[config.mk]
export PLATFORM = sky130hd
export DESIGN_NAME = trace_nibble_fifo
export DESIGN_NICKNAME = d
export VERILOG_FILES = /design/src/rtl/trace_fifo_pkg.sv /design/src/rtl/trace_fifo_store.sv /design/src/rtl/trace_nib_seq.sv /design/src/rtl/trace_nibble_fifo.sv
export SDC_FILE = /design/constraint.sdc
export NUM_CORES = 1
export LEC_CHECK = 0
export BUFFER_PORTS_ARGS = -buffer_cell sky130_fd_sc_hd__buf_4
export CAP_MARGIN = 20
export CORE_MARGIN = 5
export CORE_UTILIZATION = 40
export CTS_BUF_LIST = sky130_fd_sc_hd__clkbuf_4
export CTS_CLUSTER_SIZE = 16
export DETAILED_ROUTE_END_ITERATION = 8
export SLEW_MARGIN = 20
export SYNTH_ARGS = -nofsm -noshare
export SYNTH_HDL_FRONTEND = slang
export SYNTH_HIERARCHICAL = 1
export SYNTH_SLANG_ARGS = --single-unit
[constraint.sdc]
create_clock -name clk -period 4.4 [get_ports clk]
set_input_delay 0.44 -clock clk [delete_from_list [all_inputs] [get_ports clk]]
set_output_delay 0.44 -clock clk [all_outputs]
set_load 0.1 [all_outputs]
[src/rtl/trace_fifo_pkg.sv]
package trace_fifo_pkg;
  typedef enum logic [1:0] {
    SZ_BYTE  = 2'd0,
    SZ_HALF  = 2'd1,
    SZ_WORD  = 2'd2,
    SZ_WORD2 = 2'd3
  } cap_size_e;

  // Number of nibbles a value of the given size code occupies on the port.
  function automatic int unsigned nib_count(logic [1:0] code);
    case (cap_size_e'(code))
      SZ_BYTE: return 2;
      SZ_HALF: return 4;
      default: return 8;
    endcase
  endfunction

  // Slot pointer advance with wrap at the slot count.
  function automatic int unsigned wrap_inc(int unsigned p, int unsigned slots);
    return (p + 1 >= slots) ? 0 : p + 1;
  endfunction
endpackage

[src/rtl/trace_fifo_store.sv]
module trace_fifo_store #(
  parameter int DEPTH  = 2,
  parameter int DATA_W = 32,
  parameter int PTR_W  = (DEPTH > 1) ? $clog2(DEPTH) : 1,
  parameter int OCC_W  = $clog2(DEPTH + 1)
) (
  input  logic              clk,
  input  logic              rst,
  input  logic              push,
  input  logic              pop,
  input  logic [DATA_W-1:0] wdata,
  input  logic [1:0]        wsize,
  output logic [DATA_W-1:0] rdata,
  output logic [1:0]        rsize,
  output logic [OCC_W-1:0]  occ,
  output logic              full,
  output logic              empty
);
  import trace_fifo_pkg::*;

  logic [DATA_W-1:0] data_q [DEPTH];
  logic [1:0]        size_q [DEPTH];
  logic [PTR_W-1:0]  wp_q, rp_q;
  logic [OCC_W-1:0]  occ_q;

  always_ff @(posedge clk) begin
    if (rst) begin
      wp_q  <= '0;
      rp_q  <= '0;
      occ_q <= '0;
    end else begin
      if (push) begin
        data_q[wp_q] <= wdata;
        size_q[wp_q] <= wsize;
        wp_q <= PTR_W'(wrap_inc(int'(wp_q), DEPTH));
      end
      if (pop)
        rp_q <= PTR_W'(wrap_inc(int'(rp_q), DEPTH));
      case ({push, pop})
        2'b10:   occ_q <= occ_q + 1'b1;
        2'b01:   occ_q <= occ_q - 1'b1;
        default: occ_q <= occ_q;
      endcase
    end
  end

  assign rdata = data_q[rp_q];
  assign rsize = size_q[rp_q];
  assign occ   = occ_q;
  assign full  = (occ_q == OCC_W'(DEPTH));
  assign empty = (occ_q == '0);
endmodule

[src/rtl/trace_nib_seq.sv]
module trace_nib_seq #(
  parameter int DATA_W = 32,
  parameter int NIB_W  = 4,
  parameter int N_NIB  = DATA_W / NIB_W,
  parameter int IDX_W  = $clog2(N_NIB)
) (
  input  logic              clk,
  input  logic              rst,
  input  logic              have,
  input  logic [DATA_W-1:0] head_data,
  input  logic [1:0]        head_size,
  output logic [NIB_W-1:0]  nib_out,
  output logic              nib_valid,
  output logic              last_nib,
  output logic [IDX_W-1:0]  nib_idx
);
  import trace_fifo_pkg::*;

  logic [NIB_W-1:0] nibs [N_NIB];
  logic [IDX_W-1:0] idx_q;
  logic [IDX_W-1:0] final_idx;

  for (genvar g = 0; g < N_NIB; g++) begin : g_slice
    assign nibs[g] = head_data[g*NIB_W +: NIB_W];
  end

  assign final_idx = IDX_W'(nib_count(head_size) - 1);
  assign last_nib  = have && (idx_q == final_idx);
  assign nib_valid = have;
  assign nib_out   = have ? nibs[idx_q] : '0;
  assign nib_idx   = idx_q;

  always_ff @(posedge clk) begin
    if (rst)           idx_q <= '0;
    else if (last_nib) idx_q <= '0;
    else if (have)     idx_q <= idx_q + 1'b1;
  end
endmodule

[src/rtl/trace_nibble_fifo.sv]
module trace_nibble_fifo #(
  parameter int DEPTH  = 2,
  parameter int DATA_W = 32,
  parameter int NIB_W  = 4
) (
  input  logic              clk,
  input  logic              rst,
  input  logic              cap_valid,
  input  logic [DATA_W-1:0] cap_data,
  input  logic [1:0]        cap_size,
  output logic [NIB_W-1:0]  trc_nib,
  output logic              trc_valid,
  output logic              core_stall
);
  localparam int OCC_W = $clog2(DEPTH + 1);
  localparam int N_NIB = DATA_W / NIB_W;
  localparam int IDX_W = $clog2(N_NIB);

  logic [DATA_W-1:0] head_data;
  logic [1:0]        head_size;
  logic [OCC_W-1:0]  occ_w;
  logic              full_w, empty_w;
  logic              last_w, push_w;
  logic [IDX_W-1:0]  nib_idx_w;

  // A slot frees on the final nibble, so stall only when that is not the case.
  assign core_stall = full_w & ~last_w;
  assign push_w     = cap_valid & ~core_stall;

  trace_fifo_store #(.DEPTH(DEPTH), .DATA_W(DATA_W)) u_store (
    .clk(clk), .rst(rst), .push(push_w), .pop(last_w),
    .wdata(cap_data), .wsize(cap_size),
    .rdata(head_data), .rsize(head_size),
    .occ(occ_w), .full(full_w), .empty(empty_w)
  );

  trace_nib_seq #(.DATA_W(DATA_W), .NIB_W(NIB_W)) u_seq (
    .clk(clk), .rst(rst), .have(~empty_w),
    .head_data(head_data), .head_size(head_size),
    .nib_out(trc_nib), .nib_valid(trc_valid),
    .last_nib(last_w), .nib_idx(nib_idx_w)
  );
endmodule


; ---- After elaboration in Yosys (flattened, before gate mapping)
; Memory sizes are Yosys's and may differ from the RTL's. A register that Yosys moved wholly into a read port is not among the register bits.
; Cells that the tools add are included.
[totals]
out_inout_bits = 6
n_memories = 2
register_bits = 7
inputBits = 37
latch_bits = 0
mem_bits_rw = 68
elab_cells = 46
romBits = 0
[memory_table]
columns = memory, words, width, rd, rd_clocked_by_memory_dff, wr, line
row1 = u_store.data_q, 2, 32, 1, 1, 1, trace_fifo_store.sv:21  ; logic [DATA_W-1:0] data_q [DEPTH];
row2 = u_store.size_q, 2, 2, 1, 1, 1, trace_fifo_store.sv:22  ; logic [1:0] size_q [DEPTH];
[classes]
n_shift = 0
add_sub_neg = 6
n_lt_le_gt_ge = 3
mul = 0
mux = 15
eq_ne = 5
div = 0
bitwise_logic = 6
reduce_logical = 5
[ops]
columns = op, n
row1 = 4-bit binary-select mux with 3-bit select, 1
row2 = 4-bit 2-to-1 mux, 3
row3 = 1-bit 2-to-1 mux, 9
row4 = 3-bit case mux with 2 select lines, 1
row5 = 1-bit by 1-bit adder with 2-bit output (second input constant), 2
row6 = 2-bit by 1-bit equality test with 1-bit output (second input constant), 2
row7 = 2-bit equality test (second input constant), 2
row8 = 2-bit greater-or-equal comparator (second input constant), 2
row9 = 4-bit greater-or-equal comparator (second input constant), 1
row10 = 2-bit zero test, 2
row11 = 3-bit inverter with 4-bit output, 1
row12 = 2-bit case mux with 2 select lines, 1
row13 = 3-bit by 1-bit adder with 3-bit output (second input constant), 1
row14 = 3-bit equality test, 1
row15 = 1-bit inverter, 3
row16 = 3-bit by 1-bit subtractor with 3-bit output (second input constant), 1
row17 = 2-bit by 1-bit adder with 2-bit output (second input constant), 1
row18 = 1-bit AND, 2
row19 = 2-bit nonzero test, 1
row20 = 2-bit OR reduction, 1
row21 = 2-bit by 1-bit subtractor with 2-bit output (second input constant), 1
row22 = 1-bit logical AND, 1

; ---- Depth between registers and ports, before layout
[logic_depth]
word_depth = 12
depth_mapped = 13
mapped_depth_nobuf = 11

; ---- Cells and area by module
; The synthesis kept the hierarchy.
[by_module_without_submodules]
columns = mod, seq_area_each_um2, cells_each, area_per_inst_um2, n_inst
row1 = trace_fifo_store, 2142.1, 128, 2652.5, 1
row2 = trace_nib_seq, 60.1, 37, 427.9, 1
row3 = trace_nibble_fifo, 0.0, 3, 26.3, 1

; ---- Least setup slack after synthesis
; OpenSTA, ideal clock, no wires.
[synth_path]
kind = reg2reg
startpoint = reg (tool-made name)
endpoint = mem u_store.data_q[1][0], enable pin
path_stages_with_launch = 10
synth_period_minus_slack_ns = 5.017
setup_time_ns = 0.475
slack_ns = -0.617
n_path_buf = 2
required_time_ns = 3.925
arrival_time_ns = 4.542
path_cell_list = dfxtp_1 buf_2 buf_2 mux2_2 o31ai_1 and3_1 nor2b_4 nor2b_2 inv_1 nor3b_1
[synth_lines]
columns = item, line
row1 = to (decl), trace_fifo_store.sv:21

==> flow_summary.toml <==
[setup_path]
crit_fanout = 24
crit_path_top_delay_cell = "nor3b_4"
crit_buf_inv = 3
arrival_ns = 3.40
cp.required_ns = 4.51
endpoint_kind = "register"
cpPeakStageDelay_ns = 0.59
worst-setup-path-type = "reg2reg"
worstSetupStartpointType = "register"
cp_top_family = "simple AND/OR/NAND/NOR gates"
crit_chain = "buf_4 > mux2_2 > xor2_1 > o31ai_1 > and3_1 > nor2b_4 > nor2b_2 > inv_1 > nor3b_4 > buf_12"

[clock_tree]
postCtsSetupRepairBufs = 0
cts.path.max_buffers = 2
ctsResizeCount = 0
h-tree-depth = 3
cts_tree = "built"
clock_latency_ns = 0.40
cts_root_buf = "clkbuf_4"
clock_sinks = 76
cts_buffers = 9
cts_hold_buf = 0
cts.clk_slew.worst_paths_ns = 0.11

[die]
coreArea_sq_mm = 0.00765
die_w_microns = 98.1
io_pins = 43
rows = 32
die_y_microns = 98.1
dieArea_sq_mm = 0.00963
initial_utilization_pct = 40.6

[power]
p_leak_nw = 1.28
vdd_drop_max_mv = 0.209
switchingPower_w = 0.000439
p_int_w = 0.00107
clkPwrFrac_pct = 21.9
cellPowerDensity_mw_per_mm2 = 409
swShare_pct = 29.2
pwr-share-seq_pct = 57.2
power_frac_comb_pct = 20.8

[yosys]
synthFlopType = "edfxtp_1"
yosys.cell_types.count = 28
synth_enable_flop_cells = 68
ys_ff_latch = 76
yosys.area.top_type_share_pct = 65.7
synth_warnings = 6
avgSynthCellArea_sq_um = 18.5
ys_async_sr_fraction_pct = 0
synth_area_leaders = "edfxtp_1 66%, mux2_2 12%, dfxtp_1 5.2%"
syn-num-nets = 207
seq_area_frac_synth_pct = 70.9
synth_area_sq_mm = 0.00311
syn_inst = 168
synth_top_area_cell = "edfxtp_1"

[layout]
finalNetCount = 256
drive_above_1_share_pct = 48.9
seqCellArea_sq_mm = 0.00220
multi_input_area_sq_um = 863
nFillCells = 672
syn2layout_area_growth_pct = 18.5
post_layout_nonfiller_instances = 323
diodes = 0
final_area_sq_mm = 0.00368

[detailed_routing]
dr.pass1.iters = 4
wl_per_cell_microns = 15.7
drt_iter0_drc = 57
vias = 1547
routed_wirelength_mm = 5.07
drc_errors = 0
via_per_inst = 4.79
ant_nets = 0

[timing]
worst_pin_slew_ns = 0.672
fin_crit_ns = 3.29
final.setup.worst_slack_ns = 1.11
clock_skew_ns = 0.00883
rsz0062_at_grt = "false"
timing.final.crit_share_pct = 74.8
slew_headroom_pct = 55.2
slew_violations = 0
hold_violations = 0
setup_tns_ns = 0
fmaxAchievable_ghz = 0.304
finalSetupViolCount = 0

[status]
outcome = "finished, final reports clean"

[global_route]
grt_pass1_wl_mm = 8.22
grtUsageTotal_pct = 11.4
grt_start_max_net_pins = 25
grt_pass1_vias = 1651
antenna_found_initial = 0
grt-ovfl-total = 0

[place]
place_congestion = 0.672
dp_hpwl_mm = 3.46
dp_cells = 308
dp_slack_ns = 1.11
placed_area_sq_mm = 0.00358
port-buffer-count = 42

[job]
cap_violations = 0

[hold_path]
hold_path.startpoint = "cap_data[29]"
hp-class = "in2reg"
==> per-stage QoR <==
step | utilization, % | total power (W) | hold slack, ns
finish | 48.2 | 0.00150 | 0.214
global route | 48.2 | 0.00158 | 0.174
CTS | 48.2 | 0.00153 | 0.172
detailed placement | 46.8 | 0.00120 | 0.494
global placement | 46.8 | 0.00120 | 0.491
floorplan | - | 0.00111 | 0.461
==> state kept, by name (all words and copies together) (netlist names), named ones only <==
signal	count
u_seq/nib_idx	3
u_store/data_q	64
u_store/occ	2
u_store/rp_q	1
u_store/wp_q	1
u_store/size_q	4
==> Yosys cell counts (2+ instances only) <==
| cell | count |
|---|---|
| a311oi_1 | 2 |
| buf_2 | 6 |
| dfxtp_1 | 8 |
| edfxtp_1 | 68 |
| ha_1 | 2 |
| inv_1 | 3 |
| mux2_2 | 34 |
| mux2i_1 | 5 |
| mux4_2 | 7 |
| nor2_1 | 10 |
| xnor2_1 | 4 |
| xor2_1 | 3 |
==> worst paths after layout <==
kind         slack [ns]  cells after the start                     to
min                0.21                      1  u_store/data_q[1][29]
max                1.11                     10  u_store/data_q[1][31]
max reg2reg        1.11                     10  u_store/data_q[1][31]
min reg2reg        0.51                      2         u_store/occ[1]
==> kinds of logic after synthesis <==
kind of cell	Yosys count	synth area share (%)
compound gates	5	1.13
xor+xnor	7	1.97
fa+ha+maj	2	0.805
buf+inv	12	2.05
flops	76	70.9
mux	47	19.9
simple gates	19	3.30
==> power by group through the flow <==
stage	sequential, W	clock (W)	combinational [W]
2_1_floorplan	0.000863	0	0.000247
3_3_place_gp	0.000879	0	0.000317
3_5_place_dp	0.000879	0	0.000319
4_1_cts	0.000863	0.000349	0.000319
5_1_grt	0.000868	0.000378	0.000337
6_report	0.000861	0.000330	0.000314
==> routing by layer <==
layer  up-vias  routed length (microns)  GRT usage [%]
met4         0                       63           6.93
met5         -                        0              0
met2        37                     2410           16.7
met1       757                     2410           15.1
met3         6                      187           3.21
li1        747                        -              -
==> cell type report <==
cell class | instances | area share (%)
clock buffers | 9 | 1.83
flip-flops and latches | 76 | 59.8
inverters | 3 | 0.306
repair buffers | 47 | 10.3
clock inverters | 6 | 0.883
multi-input cells | 80 | 23.4
well taps | 102 | 3.47
==> layout by cell type, fill, tap and decap left out <==
master,count
edfxtp_1,68
buf_4,45
mux2_2,34
nor2_1,10
clkbuf_4,9
dfxtp_1,8
mux4_2,7
clkinv_2,5
mux2i_1,5
xnor2_1,4
inv_1,3
xor2_1,3
a311oi_1,2
ha_1,2
buf_12,2
nor2b_4,1
nor2b_2,1
clkinvlp_4,1
mux4_1,1
nand3_1,1
o31ai_1,1
and3_1,1
nand2_1,1
nor3_4,1
and2b_2,1
nor3b_4,1
o21ai_0,1
or3_1,1
a21oi_1,1
Note: power is estimated with default switching activity, not from simulation.
